### src/rtl/isq_pkg.sv
package isq_pkg;
  localparam int WORD_W   = 18;
  localparam int OP_W     = 5;
  localparam int SLOTS    = 4;
  localparam int SLOT_W   = $clog2(SLOTS);
  localparam int TAIL_W   = WORD_W - (SLOTS - 1) * OP_W;
  localparam int PC_W     = 10;
  localparam int INC_W    = 7;
  localparam int IO_BIT   = 8;
  localparam int FIELD1_W = WORD_W - 2 * OP_W;
  localparam int FIELD2_W = TAIL_W;
  localparam logic [WORD_W-1:0] SCRAMBLE = 18'h15555;

  localparam logic [OP_W-1:0] OP_RET   = 5'h00;
  localparam logic [OP_W-1:0] OP_EXEC  = 5'h01;
  localparam logic [OP_W-1:0] OP_JUMP  = 5'h02;
  localparam logic [OP_W-1:0] OP_CALL  = 5'h03;
  localparam logic [OP_W-1:0] OP_UNEXT = 5'h04;
  localparam logic [OP_W-1:0] OP_NEXT  = 5'h05;
  localparam logic [OP_W-1:0] OP_IFZ   = 5'h06;
  localparam logic [OP_W-1:0] OP_IFP   = 5'h07;

  typedef enum logic {ST_FETCH = 1'b0, ST_EXEC = 1'b1} seq_state_e;
endpackage

### src/rtl/isq_slot_unpack.sv
module isq_slot_unpack
  import isq_pkg::*;
(
  input  logic [WORD_W-1:0] raw,
  input  logic [SLOT_W-1:0] slot,
  output logic [OP_W-1:0]   op
);
  logic [WORD_W-1:0] plain;
  logic [OP_W-1:0]   slot_ops [SLOTS];

  assign plain = raw ^ SCRAMBLE;

  genvar s;
  generate
    for (s = 0; s < SLOTS - 1; s++) begin : g_full
      assign slot_ops[s] = plain[WORD_W-1-OP_W*s -: OP_W];
    end
  endgenerate

  // last slot is narrow: its missing low bits are zero
  assign slot_ops[SLOTS-1] = {plain[TAIL_W-1:0], {(OP_W-TAIL_W){1'b0}}};

  assign op = slot_ops[slot];
endmodule

### src/rtl/isq_pc_calc.sv
module isq_pc_calc
  import isq_pkg::*;
(
  input  logic [PC_W-1:0]   p,
  input  logic [WORD_W-1:0] raw,
  input  logic [SLOT_W-1:0] slot,
  output logic [PC_W-1:0]   p_inc,
  output logic [PC_W-1:0]   dest
);
  always_comb begin
    p_inc = p;
    if (!p[IO_BIT]) begin
      p_inc[INC_W-1:0] = p[INC_W-1:0] + 1'b1;
    end
  end

  always_comb begin
    dest = p;
    case (slot)
      SLOT_W'(0): begin
        dest = raw[PC_W-1:0];
      end
      SLOT_W'(1): begin
        dest[FIELD1_W-1:0] = raw[FIELD1_W-1:0];
        dest[IO_BIT]       = 1'b0;
      end
      default: begin
        dest[FIELD2_W-1:0] = raw[FIELD2_W-1:0];
        dest[IO_BIT]       = 1'b0;
      end
    endcase
  end
endmodule

### src/rtl/isq_sequencer.sv
module isq_sequencer
  import isq_pkg::*;
#(
  parameter logic [PC_W-1:0] RESET_PC = 10'h0AA
) (
  input  logic              clk,
  input  logic              rst_n,
  output logic              fetch_req,
  output logic [PC_W-1:0]   fetch_addr,
  input  logic              fetch_ready,
  input  logic [WORD_W-1:0] fetch_word,
  input  logic [WORD_W-1:0] t_val,
  input  logic [WORD_W-1:0] r_val,
  output logic              op_valid,
  output logic [OP_W-1:0]   op_code,
  output logic [SLOT_W-1:0] op_slot,
  output logic              r_dec,
  output logic              rs_pop,
  output logic              rs_push,
  output logic              r_swap,
  output logic [PC_W-1:0]   r_wdata
);
  localparam logic [SLOT_W-1:0] LAST_SLOT = SLOT_W'(SLOTS - 1);

  logic [1:0]        rst_pipe;
  logic              rst_int;
  seq_state_e        state_q, state_d;
  logic [PC_W-1:0]   pc_q, pc_d;
  logic [WORD_W-1:0] ir_q, ir_d;
  logic [SLOT_W-1:0] slot_q, slot_d;
  logic              ir_en;
  logic [OP_W-1:0]   cur_op;
  logic [PC_W-1:0]   pc_inc, pc_dest;
  logic              r_zero, t_zero, t_pos;

  // reset: asserted asynchronously, released on a clock edge
  always_ff @(posedge clk or negedge rst_n) begin
    if (!rst_n) rst_pipe <= 2'b00;
    else        rst_pipe <= {rst_pipe[0], 1'b1};
  end
  assign rst_int = rst_pipe[1];

  isq_slot_unpack u_unpack (
    .raw  (ir_q),
    .slot (slot_q),
    .op   (cur_op)
  );

  isq_pc_calc u_pc (
    .p     (pc_q),
    .raw   (ir_q),
    .slot  (slot_q),
    .p_inc (pc_inc),
    .dest  (pc_dest)
  );

  assign r_zero = (r_val == '0);
  assign t_zero = (t_val == '0);
  assign t_pos  = !t_val[WORD_W-1];

  always_comb begin
    state_d = state_q;
    pc_d    = pc_q;
    ir_d    = ir_q;
    slot_d  = slot_q;
    ir_en   = 1'b0;
    r_dec   = 1'b0;
    rs_pop  = 1'b0;
    rs_push = 1'b0;
    r_swap  = 1'b0;
    r_wdata = pc_q;
    if (state_q == ST_FETCH) begin
      if (fetch_ready) begin
        ir_en   = 1'b1;
        ir_d    = fetch_word;
        pc_d    = pc_inc;
        slot_d  = '0;
        state_d = ST_EXEC;
      end
    end else begin
      case (cur_op)
        OP_RET: begin
          rs_pop  = 1'b1;
          pc_d    = r_val[PC_W-1:0];
          state_d = ST_FETCH;
        end
        OP_EXEC: begin
          r_swap  = 1'b1;
          pc_d    = r_val[PC_W-1:0];
          state_d = ST_FETCH;
        end
        OP_JUMP: begin
          pc_d    = pc_dest;
          state_d = ST_FETCH;
        end
        OP_CALL: begin
          rs_push = 1'b1;
          pc_d    = pc_dest;
          state_d = ST_FETCH;
        end
        OP_UNEXT: begin
          if (r_zero) begin
            rs_pop = 1'b1;
            if (slot_q == LAST_SLOT) state_d = ST_FETCH;
            else                     slot_d  = slot_q + 1'b1;
          end else begin
            r_dec  = 1'b1;
            slot_d = '0;
          end
        end
        OP_NEXT: begin
          state_d = ST_FETCH;
          if (r_zero) begin
            rs_pop = 1'b1;
          end else begin
            r_dec = 1'b1;
            pc_d  = pc_dest;
          end
        end
        OP_IFZ: begin
          state_d = ST_FETCH;
          if (t_zero) pc_d = pc_dest;
        end
        OP_IFP: begin
          state_d = ST_FETCH;
          if (t_pos) pc_d = pc_dest;
        end
        default: begin
          if (slot_q == LAST_SLOT) state_d = ST_FETCH;
          else                     slot_d  = slot_q + 1'b1;
        end
      endcase
    end
  end

  always_ff @(posedge clk or negedge rst_int) begin
    if (!rst_int) begin
      state_q <= ST_FETCH;
      pc_q    <= RESET_PC;
      slot_q  <= '0;
    end else begin
      state_q <= state_d;
      pc_q    <= pc_d;
      slot_q  <= slot_d;
    end
  end

  always_ff @(posedge clk or negedge rst_int) begin
    if (!rst_int)   ir_q <= '0;
    else if (ir_en) ir_q <= ir_d;
  end

  assign fetch_req  = (state_q == ST_FETCH);
  assign fetch_addr = pc_q;
  assign op_valid   = (state_q == ST_EXEC);
  assign op_code    = cur_op;
  assign op_slot    = slot_q;
endmodule

### config.mk
export PLATFORM = sky130hd
export DESIGN_NAME = isq_sequencer
export DESIGN_NICKNAME = d
export VERILOG_FILES = /design/src/rtl/isq_pkg.sv /design/src/rtl/isq_slot_unpack.sv /design/src/rtl/isq_pc_calc.sv /design/src/rtl/isq_sequencer.sv
export SDC_FILE = /design/constraint.sdc
export NUM_CORES = 1
export LEC_CHECK = 0
export CORE_UTILIZATION = 43
export CTS_CLUSTER_SIZE = 24
export DETAILED_ROUTE_END_ITERATION = 10
export PLACE_DENSITY = 0.81
export REMOVE_ABC_BUFFERS = 1
export SKIP_LAST_GASP = 1
export SYNTH_ARGS = -nofsm -noshare
export SYNTH_HDL_FRONTEND = slang
export SYNTH_SLANG_ARGS = --single-unit
### constraint.sdc
create_clock -name clk -period 2.3 [get_ports clk]
set_input_delay 0.46 -clock clk [delete_from_list [all_inputs] [get_ports clk]]
set_output_delay 0.46 -clock clk [all_outputs]
set_load 0.005 [all_outputs]
==> results_dict.tcl <==
set metrics [dict create \
    status "complete, but fails checks" \
    violations "setup timing" \
    synth_area_leaders "dfrtp_1 33%, mux2_2 6.6%, mux4_2 5.1%, dfstp_2 4.8%, o21ai_0 3.9%" \
    skew_ps 2.88 \
    cp-start-kind "flip-flop" \
    peakVddDrop_uv 882 \
    drv_slew 0 \
    hold_path.class "reg -> async" \
    globalRouteOverflowTotal 0 \
    grt_max_degree 32 \
    yosysMostFrequentCell "dfrtp_1" \
    gp_congestion 0.951 \
    clk_path_buf_depth 2 \
    post_dp_cell_area_sq_um 3410 \
    syn_area_per_cell_sq_um 9.83 \
    syn_to_final_growth_pct 72.7 \
    cp-end-kind "flip-flop" \
    leakagePower_nw 1.56 \
    via_per_inst 5.56 \
    synth-edff-count 0 \
    numClockSinks 33 \
    core_sq_um 4820 \
    fin_tns_setup_ps -1550 \
    dp.final_hpwl_um 5120 \
    drt_iter0_markers 216 \
    totalWireLength_um 7740 \
    final.fill_count 296 \
    numCtsBuffers 5 \
    setup_ws_ps -190 \
    post-route-period-util 1.08 \
    vias 2372 \
    syn_area_sq_um 2200 \
    final_core_util 0.790 \
    start_util 0.457 \
    hold_viol 0 \
    finish.instance_area_sq_um 3800 \
    dp_slack_ps -498 \
    clk_pin_slew_ps 70 \
    cp_max_fo 6 \
    rsz0062_at_grt "true" \
    io_pins 90 \
    syn_inst 224 \
    antenna_found_initial 0 \
    setup_violations 14 \
    fmax_mhz 402 \
    worstPathArrival_ps 2670 \
    n_antenna_cell 0 \
    power.density_nw_per_um2 1560 \
    nets 417 \
    dominantRegCellSynth "dfrtp_1" \
    dieArea_sq_um 5410 \
    cts_hold_buf 0 \
    cts_tree "done" \
    grt_pass1_wl_um 11000 \
    clkLatencyLatePin_ps 290 \
    ys_types 55 \
    die_w_um 73.6 \
    ant_nets 0 \
    firstDrtPassIters 5 \
    drcViolationCount 0 \
    r2r-start "op_slot[0]" \
    rows 25 \
    reg2reg_depth 8 \
    r2r_end "fetch_addr[8]" \
    grt_pass1_vias 2328 \
    fin_crit_ps 2490 \
    yosysWarnings 0 \
    grt_use_total 0.272 \
    yosysTopAreaCell "dfrtp_1" \
    synth_top_area_share 0.330 \
    path_class "reg -> reg" \
    wl_per_cell_um 18.1 \
    io_buffer_count 89 \
    synth-async-reset-ratio 1.00 \
    r2r_slack_ps -190 \
    drive_above_1_share 0.378 \
    synthTopCellsByCount "29 x dfrtp_1, 17 x o21ai_0, 16 x nor2_1" \
    power_mw 5.94 \
    drv_cap 0 \
    cts_max_level 2 \
    cts_root_buf "clkbuf_8" \
    ys_seq_area_frac 0.377 \
    die_y_um 73.6 \
    synth-seq-cells 33 \
    worstPathRequired_ps 2480 \
]
## cell families (layout without fill, tap and decap cells)
group           Yosys count  in the layout  synth area share
compound gates           51             51             0.185
xor+xnor                  4              4            0.0159
fa+ha+maj                 1              1           0.00568
buf+inv                  34            170            0.0801
flops                    33             33             0.377
mux                      26             26             0.162
other cells               1              1           0.00170
simple gates             74             74             0.172
## sequential cells by signal, indices dropped and copies added, names as in the netlist
register,flops
fetch_addr,10
ir_q,18
op_slot,2
op_valid,1
rst_pipe,2
## per-stage QoR
stage | hold WS [ps] | instances
final | 261 | 427
after global routing | 319 | 427
after CTS | 277 | 425
after floorplan | 164 | 203
after detailed placement | 270 | 406
after global placement | 265 | 406
## metal layers
| metal | routed length (um) | share of wire | track usage |
|---|---|---|---|
| met1 | 3190 | 0.41 | 0.354 |
| met2 | 3960 | 0.51 | 0.446 |
| met3 | 397 | 0.051 | 0.0494 |
| met4 | 193 | 0.025 | 0.107 |
| met5 | 0 | 0 | 0 |
## worst max-delay path by stage
stage	from	cells after the start	to
floorplan	op_slot[1]	5	fetch_addr[6]
global placement	r_val[5]	8	rs_pop
detailed placement	r_val[5]	8	rs_pop
CTS	op_slot[1]	6	rs_pop
global route	op_slot[1]	8	fetch_addr[8]
finish	op_slot[0]	8	fetch_addr[8]
## cell type report
type	count	area [sq um]	area share
timing repair buffer	149	1390	0.364
multi-input combinational	157	1370	0.359
sequential	33	833	0.219
clock buffer	5	68.8	0.0181
clock inverter	3	17.5	0.00461
inverter	13	48.8	0.0128
tap	67	83.8	0.0220
## where the power goes
group / switching, mW / internal [mW] / total (mW)
logic: 1.93 / 2.36 / 4.30
clock network: 0.232 / 0.209 / 0.441
registers: 0.313 / 0.892 / 1.20
total: 2.48 / 3.47 / 5.94
## repair_timing
| item | 4_1_cts | 5_1_grt |
|---|---|---|
| setup endpoints to repair | 19 | 18 |
| pin swaps | 15 | 15 |
| buffers inserted | 11 | 4 |
| resized for setup | 45 | 31 |
| endpoints found under the hold margin | 0 | 0 |
## critical path, stage by stage (launching register included)
cell	delay, ps
dfrtp_2	460
buf_12	150
nor2b_1	160
a2bb2oi_4	210
inv_2	80
or4_4	560
o211ai_1	210
a21o_1	220
mux2_1	320
## cells in the final DEF (no fill, tap or decap), types with 3 or more instances in the layout
cell and instances:
clkdlybuf4s50_1 74, buf_4 48, dfrtp_1 27, o21ai_0 15, nor2_1 13, nand2_1 13, mux2_2 13, inv_1 11
buf_6 11, nand3_1 10, nor2b_1 7, mux4_2 5, mux2_4 5, nand2b_1 5, nor4_1 5, a31oi_1 5
clkbuf_8 5, dlygate4sd2_1 5, xnor2_1 4, dfstp_2 4, dlymetal6s2s_1 4, o211ai_1 3, a31o_2 3, buf_2 3
Note: power is estimated with default switching activity, not from simulation.
